## src/rtl/msi_pkg.sv

```systemverilog
package msi_pkg;
  localparam int MSI_ADDR_W   = 64;
  localparam int MSI_DATA_W   = 16;
  localparam int MSI_CTRL_W   = 16;
  localparam int MSI_VEC_W    = 8;
  localparam int MSI_MAX_LOG2 = 5;
  localparam int MSI_WIN_BITS = 8;

  // message control field positions (decoded by the config space side)
  localparam int CTRL_EN_BIT = 0;
  localparam int CTRL_CAP_LSB = 1;
  localparam int CTRL_ENA_LSB = 4;
  localparam int CTRL_FLD_W = 3;

  typedef enum logic [1:0] {
    RES_NONE = 2'd0,
    RES_ERR  = 2'd1,
    RES_SEND = 2'd2
  } msi_res_e;
endpackage

```

## src/rtl/msi_rst_sync.sv

```systemverilog
module msi_rst_sync #(
  parameter int STAGES = 2
) (
  input  logic clk,
  input  logic rst_n,
  output logic rst_n_sync
);
  logic [STAGES-1:0] sync_q;

  always_ff @(posedge clk or negedge rst_n) begin
    if (!rst_n) sync_q <= '0;
    else        sync_q <= {sync_q[STAGES-2:0], 1'b1};
  end

  assign rst_n_sync = sync_q[STAGES-1];
endmodule

```

## src/rtl/msi_vec_decode.sv

```systemverilog
module msi_vec_decode
  import msi_pkg::*;
#(
  parameter int DATA_W   = MSI_DATA_W,
  parameter int CTRL_W   = MSI_CTRL_W,
  parameter int VEC_W    = MSI_VEC_W,
  parameter int MAX_LOG2 = MSI_MAX_LOG2
) (
  input  logic [CTRL_W-1:0] ctrl_i,
  input  logic [DATA_W-1:0] data_i,
  input  logic [VEC_W-1:0]  vec_i,
  output logic              ok_o,
  output logic [DATA_W-1:0] data_o
);
  localparam int CNT_W = VEC_W + 1;

  logic [CTRL_FLD_W-1:0] cap_fld;
  logic [CTRL_FLD_W-1:0] ena_fld;
  logic [CTRL_FLD_W-1:0] eff_fld;
  logic [CNT_W-1:0]      vec_cnt;
  logic [VEC_W-1:0]      vec_idx;
  logic [DATA_W-1:0]     low_mask;
  logic [DATA_W-1:0]     idx_ext;

  always_comb begin
    cap_fld = ctrl_i[CTRL_CAP_LSB +: CTRL_FLD_W];
    ena_fld = ctrl_i[CTRL_ENA_LSB +: CTRL_FLD_W];
    eff_fld = (ena_fld > cap_fld) ? cap_fld : ena_fld;
    if (eff_fld > CTRL_FLD_W'(MAX_LOG2)) eff_fld = CTRL_FLD_W'(MAX_LOG2);
    vec_cnt  = CNT_W'(1) << eff_fld;
    vec_idx  = vec_i - VEC_W'(1);
    low_mask = DATA_W'(vec_cnt - CNT_W'(1));
    idx_ext  = DATA_W'(vec_idx);
    ok_o     = ctrl_i[CTRL_EN_BIT] && (vec_i != '0) && ({1'b0, vec_i} <= vec_cnt);
    data_o   = (data_i & ~low_mask) | (idx_ext & low_mask);
  end
endmodule

```

## src/rtl/msi_win_cache.sv

```systemverilog
module msi_win_cache
  import msi_pkg::*;
#(
  parameter int ADDR_W = MSI_ADDR_W
) (
  input  logic              clk,
  input  logic              rst_n,
  input  logic [ADDR_W-1:0] addr_i,
  input  logic              take_i,
  output logic              miss_o
);
  logic [ADDR_W-1:0] cache_q;
  logic [ADDR_W-1:0] cache_d;
  logic              cache_en;

  // sentinel: bit 0 set, never a legal (word aligned) target
  always_comb begin
    miss_o   = (addr_i != cache_q);
    cache_en = take_i && miss_o;
    cache_d  = addr_i;
  end

  always_ff @(posedge clk or negedge rst_n) begin
    if (!rst_n)        cache_q <= ADDR_W'(1);
    else if (cache_en) cache_q <= cache_d;
  end
endmodule

```

## src/rtl/msi_composer.sv

```systemverilog
module msi_composer
  import msi_pkg::*;
#(
  parameter int ADDR_W   = MSI_ADDR_W,
  parameter int DATA_W   = MSI_DATA_W,
  parameter int CTRL_W   = MSI_CTRL_W,
  parameter int VEC_W    = MSI_VEC_W,
  parameter int MAX_LOG2 = MSI_MAX_LOG2,
  parameter int WIN_BITS = MSI_WIN_BITS
) (
  input  logic                clk,
  input  logic                rst_n,
  input  logic [CTRL_W-1:0]   msg_ctrl,
  input  logic [ADDR_W/2-1:0] addr_lo,
  input  logic [ADDR_W/2-1:0] addr_hi,
  input  logic [DATA_W-1:0]   msg_data,
  input  logic                req_valid,
  input  logic [VEC_W-1:0]    req_vec,
  output logic                wr_valid,
  output logic [ADDR_W-1:0]   wr_addr,
  output logic [DATA_W-1:0]   wr_data,
  output logic                win_load,
  output logic [ADDR_W-1:0]   win_base,
  output logic                err
);
  localparam int ALIGN_BITS = 2;

  logic              rst_n_int;
  logic [ADDR_W-1:0] tgt_addr;
  logic              dec_ok;
  logic [DATA_W-1:0] dec_data;
  logic              take;
  logic              win_miss;

  msi_rst_sync #(.STAGES(2)) u_rst (
    .clk        (clk),
    .rst_n      (rst_n),
    .rst_n_sync (rst_n_int)
  );

  msi_vec_decode #(
    .DATA_W   (DATA_W),
    .CTRL_W   (CTRL_W),
    .VEC_W    (VEC_W),
    .MAX_LOG2 (MAX_LOG2)
  ) u_dec (
    .ctrl_i (msg_ctrl),
    .data_i (msg_data),
    .vec_i  (req_vec),
    .ok_o   (dec_ok),
    .data_o (dec_data)
  );

  always_comb begin
    tgt_addr = {addr_hi, addr_lo};
    tgt_addr[ALIGN_BITS-1:0] = '0;
    take = req_valid && dec_ok;
  end

  msi_win_cache #(.ADDR_W(ADDR_W)) u_win (
    .clk    (clk),
    .rst_n  (rst_n_int),
    .addr_i (tgt_addr),
    .take_i (take),
    .miss_o (win_miss)
  );

  // stage 1: decision, window reprogram
  msi_res_e          s1_kind_q, s1_kind_d;
  logic              s1_load_q, s1_load_d;
  logic              s1_en;
  logic [ADDR_W-1:0] s1_addr_q;
  logic [DATA_W-1:0] s1_data_q;
  // stage 2: write command / error
  msi_res_e          s2_kind_q;
  logic              s2_en;
  logic [ADDR_W-1:0] s2_addr_q;
  logic [DATA_W-1:0] s2_data_q;

  always_comb begin
    s1_kind_d = RES_NONE;
    if (req_valid) s1_kind_d = dec_ok ? RES_SEND : RES_ERR;
    s1_load_d = take && win_miss;
    s1_en     = take;
    s2_en     = (s1_kind_q == RES_SEND);
  end

  always_ff @(posedge clk or negedge rst_n_int) begin
    if (!rst_n_int) begin
      s1_kind_q <= RES_NONE;
      s1_load_q <= 1'b0;
      s2_kind_q <= RES_NONE;
    end else begin
      s1_kind_q <= s1_kind_d;
      s1_load_q <= s1_load_d;
      s2_kind_q <= s1_kind_q;
    end
  end

  always_ff @(posedge clk) begin
    if (s1_en) begin
      s1_addr_q <= tgt_addr;
      s1_data_q <= dec_data;
    end
    if (s2_en) begin
      s2_addr_q <= s1_addr_q;
      s2_data_q <= s1_data_q;
    end
  end

  always_comb begin
    win_load = s1_load_q;
    win_base = {s1_addr_q[ADDR_W-1:WIN_BITS], {WIN_BITS{1'b0}}};
    wr_valid = (s2_kind_q == RES_SEND);
    err      = (s2_kind_q == RES_ERR);
    wr_addr  = {s2_addr_q[ADDR_W-1:WIN_BITS], s2_addr_q[WIN_BITS-1:0]};
    wr_data  = s2_data_q;
  end
endmodule

```

## config.mk

```make
export PLATFORM = sky130hd
export DESIGN_NAME = msi_composer
export DESIGN_NICKNAME = d
export VERILOG_FILES = /design/src/rtl/msi_pkg.sv /design/src/rtl/msi_rst_sync.sv /design/src/rtl/msi_vec_decode.sv /design/src/rtl/msi_win_cache.sv /design/src/rtl/msi_composer.sv
export SDC_FILE = /design/constraint.sdc
export NUM_CORES = 1
export LEC_CHECK = 0
export BUFFER_PORTS_ARGS = -buffer_cell sky130_fd_sc_hd__buf_2
export CAP_MARGIN = 5
export CORE_UTILIZATION = 35
export DETAILED_ROUTE_END_ITERATION = 8
export SETUP_SLACK_MARGIN = 0.3
export SLEW_MARGIN = 30
export SYNTH_ARGS = -nofsm -noshare
export SYNTH_HDL_FRONTEND = slang
export SYNTH_HIERARCHICAL = 1
export SYNTH_SLANG_ARGS = --single-unit
```

## constraint.sdc

```tcl
create_clock -name clk -period 3.3 [get_ports clk]
set_clock_uncertainty 0.2 [all_clocks]
set_input_delay 0.33 -clock clk [delete_from_list [all_inputs] [get_ports clk]]
set_output_delay 0.33 -clock clk [all_outputs]
set_load 0.1 [all_outputs]
```

==> results.tsv <==
stage	metric	value	unit
outcome	status	completed	
pwr	Max VDD drop	0.4335	mV
critical_path	r2r worst-path depth	8	
final_layout	layout cell share with drive strength beyond 1	44.72	%
logic_synthesis	synthesis warning total	6	
final_layout	register area	6466	um^2
critical_path	worst reg2reg path endpoint	u_win/cache_q[28]	
logic_synthesis	register area share after synthesis	69.99	%
clock_tree	CTS buffer count	24	
timing	worst setup margin	0.05156	ns
logic_synthesis	cell taking the most area after synthesis	edfxtp_1	
logic_synthesis	Synth Register Bits	227	
global_route	initial antenna violation count	1	
timing	worst-margin pin slew	0.6774	ns
final_layout	Final Util	48.67	%
critical_path	worst path cell trace	buf_12 -> inv_12 -> ha_4 -> a21oi_2 -> and2_4 -> o211ai_1 -> or3_1 -> ha_1 -> nand3_1 -> o21bai_1 -> a31oi_1 -> o22ai_1 -> and3_1 -> and2_4 -> nand2_8 -> buf_16 -> mux2_2	
placed_design	post-place instance area	10720	um^2
critical_path	crit-path most repeated cell	and2_4	
final_layout	area of the multi-input gates	2287	um^2
hold_path	HP Class	reg2async	
route	Via density	4.414	
final_layout	fill count	2284	
placed_design	routability cong.	0.8504	
final_layout	# nets final	1001	
critical_path	Critical Path Fanout Max	29	
timing	relative slew slack	54.74	%
floorplan	Initial Util	35.54	%
global_route	pin count of the biggest net entering global routing	60	
timing	Final period util	98.44	%
route	Avg WL per Cell	15.96	um
floorplan	Core ar.	25980	um^2
floorplan	Top Ports	254	
route	Via Count	5447	
floorplan	Core Rows	59	
flow_run	max_cap viols	0	
critical_path	Crit path arrival time	3.43	ns
placed_design	hpwl dp	13.38	mm
clock_tree	clock latency on the worst-skew pair	0.51	ns
pwr	PwrDens	628.8	nW/um^2
logic_synthesis	Synth top cells by count	156 x edfxtp_1, 70 x dfrtp_1, 66 x buf_4, 66 x xnor2_1, 59 x mux2_2	
logic_synthesis	Mapped Cells	559	
clock_tree	Longest Clk Path Bufs	3	
final_layout	post-route cell area	12650	um^2
clock_tree	CTS tree	done	
timing	post-route setup TNS	0	ns
timing	min cycle time layout	3.248	ns
final_layout	antenna cells	0	
floorplan	die height	164.4	um
route	Initial DRC Count	289	
critical_path	kind of critical path	in2reg	
logic_synthesis	mean post-synth cell area	16.52	um^2
critical_path	R2R Setup Slk	0.61	ns
logic_synthesis	ys flop type	edfxtp_1	
critical_path	CP max stage delay	0.36	ns
global_route	vias in the first global route	5376	
critical_path	slowest cell on the critical path	or3_1	
clock_tree	CTS Sinks	227	
route	drt pass-1 iters	4	
timing	unrepaired setup endpoints after global routing	true	
clock_tree	Root Driver	clkbuf_16	
critical_path	critical path required time	3.48	ns
logic_synthesis	count leader, synth	edfxtp_1	
timing	Fin. Hold Viols	0	
clock_tree	H-tree depth	1	
global_route	gr ovfl total	0	
floorplan	die width	164.4	um
pwr	Total Power	0.007952	W
critical_path	crit end category	register	
global_route	GRT Total Usage	14.01	%
route	DRC errors left	0	
placed_design	dpl ws	-0.5847	ns
placed_design	IO buf count	232	
critical_path	Startpoint Class	input pin	
logic_synthesis	synthesized area	9234	um^2
logic_synthesis	count of flip-flops with a built-in enable after synthesis	156	
route	Total Wirelength	19.69	mm
logic_synthesis	share of the synthesized area in the top cell type	50.73	%
floorplan	die area	27040	um^2
final_layout	synth-to-layout area growth	36.95	%
logic_synthesis	synth unique cells	50	
timing	max-slew violation count	0	
critical_path	RR Startpoint	u_win/cache_q[54]	
logic_synthesis	ys async rst share	31.28	%
timing	# setup viols final	0	
logic_synthesis	synth top area cells	edfxtp_1 51%, dfrtp_1 19%, mux2_2 7.2%, xnor2_1 6.3%, buf_4 5.4%	
timing	FMAX	307.8	MHz
global_route	first-pass GRT wire length	29.11	mm
clock_tree	clock-pin slew on the worst setup and hold paths	0.06	ns
route	Final ANT Viol Nets	0	
pwr	leak pwr	5.116	nW
kinds of logic (layout without fill, tap and decap cells):
logic type	count (synthesis)	count (layout)	synth area share, %
other cells	2	15	0.08133
fa+ha+maj	13	13	1.762
flops	227	227	69.99
simple gates	67	67	4.363
compound gates	21	21	1.640
xor+xnor	69	69	6.545
mux	73	73	8.916
buf+inv	87	414	6.707
where the power goes:
part | switching [W] | internal, W
registers | 0.000177 | 0.00337
clock network | 0.00106 | 0.00177
logic | 0.000946 | 0.000627
total | 0.00218 | 0.00577
metal layers:
metal  part of all wire, %  vias up  track usage, %
met5                 0.041        -               0
met4                   1.6        2           3.753
met3                   8.6       23           3.993
met2                    46      198           22.54
met1                    43     2625           18.53
li1                      -     2599               -
worst max-delay path by stage:
stage / cells after the start / slack [ns] / endpoint / startpoint
6_report: 17 / 0.05 / u_win/cache_q[28] / msg_ctrl[3]
5_1_grt: 17 / -0.11 / u_win/cache_q[38] / msg_ctrl[3]
4_1_cts: 16 / 0.06 / u_win/cache_q[28] / msg_ctrl[6]
3_5_place_dp: 16 / -0.58 / s1_addr_q[12] / msg_ctrl[3]
3_3_place_gp: 17 / -0.48 / u_win/cache_q[5] / msg_ctrl[3]
2_1_floorplan: 17 / -0.73 / u_win/cache_q[10] / msg_ctrl[3]
cells in the final DEF (no fill, tap or decap), types with 4 or more instances in the layout:
cell / Yosys / routed
buf_12: 0 / 9
buf_16: 0 / 4
buf_2: 0 / 229
buf_4: 66 / 35
bufinv_16: 0 / 4
clkbuf_1: 9 / 10
clkbuf_16: 0 / 26
conb_1: 2 / 15
dfrtp_1: 70 / 69
dlygate4sd3_1: 0 / 81
edfxtp_1: 156 / 156
ha_1: 13 / 11
inv_1: 6 / 4
mux2_1: 11 / 4
mux2_2: 59 / 58
mux2_4: 1 / 9
nand2_1: 11 / 11
nand3_1: 6 / 5
nand4_1: 20 / 20
nor2_1: 6 / 6
nor4_1: 5 / 5
xnor2_1: 66 / 66
worst max-delay path: cells and delay by family:
kind / cells / cell delay [ns]
adder cells (fa/ha/maj): 2 / 0.51
multiplexers: 1 / 0.35
AND/OR/NAND/NOR: 6 / 1.10
AO/OA/AOI/OAI: 5 / 0.75
buffers and inverters: 3 / 0.35
metrics by stage:
step	cells	hold WS (ns)
6_report	1234	0.08881
5_1_grt	1234	0.1004
4_1_cts	1232	0.07137
3_5_place_dp	1095	-0.07636
3_3_place_gp	1094	-0.08200
2_1_floorplan	572	-0.1656
cell type report:
class | instances | area share (%)
clock buffers | 38 | 5.570
clock inverters | 6 | 1.049
inverters | 6 | 0.2968
multi-input cells | 258 | 18.09
flip-flops and latches | 227 | 51.13
well taps | 335 | 3.315
repair buffers | 364 | 20.55
repair_timing:
item	in CTS	in global routing
endpoints found under the setup margin	143	143
gates resized for setup	17	4
hold endpoints to repair	144	0
buffers inserted	9	1
gates cloned	3	1
pin swaps	1	1
hold buffers	81	0
flip-flops by register name, summed over array words and instances, names as in the netlist:
| name | cells |
|---|---|
| s1_addr_q | 62 |
| s2_kind_q | 2 |
| wr_addr | 62 |
| u_win/cache_q | 64 |
| wr_data | 16 |
| win_load | 1 |
| s1_data_q | 16 |
| u_rst/sync_q | 2 |
| s1_kind_q | 2 |
Power figures use the tool's default switching activity.
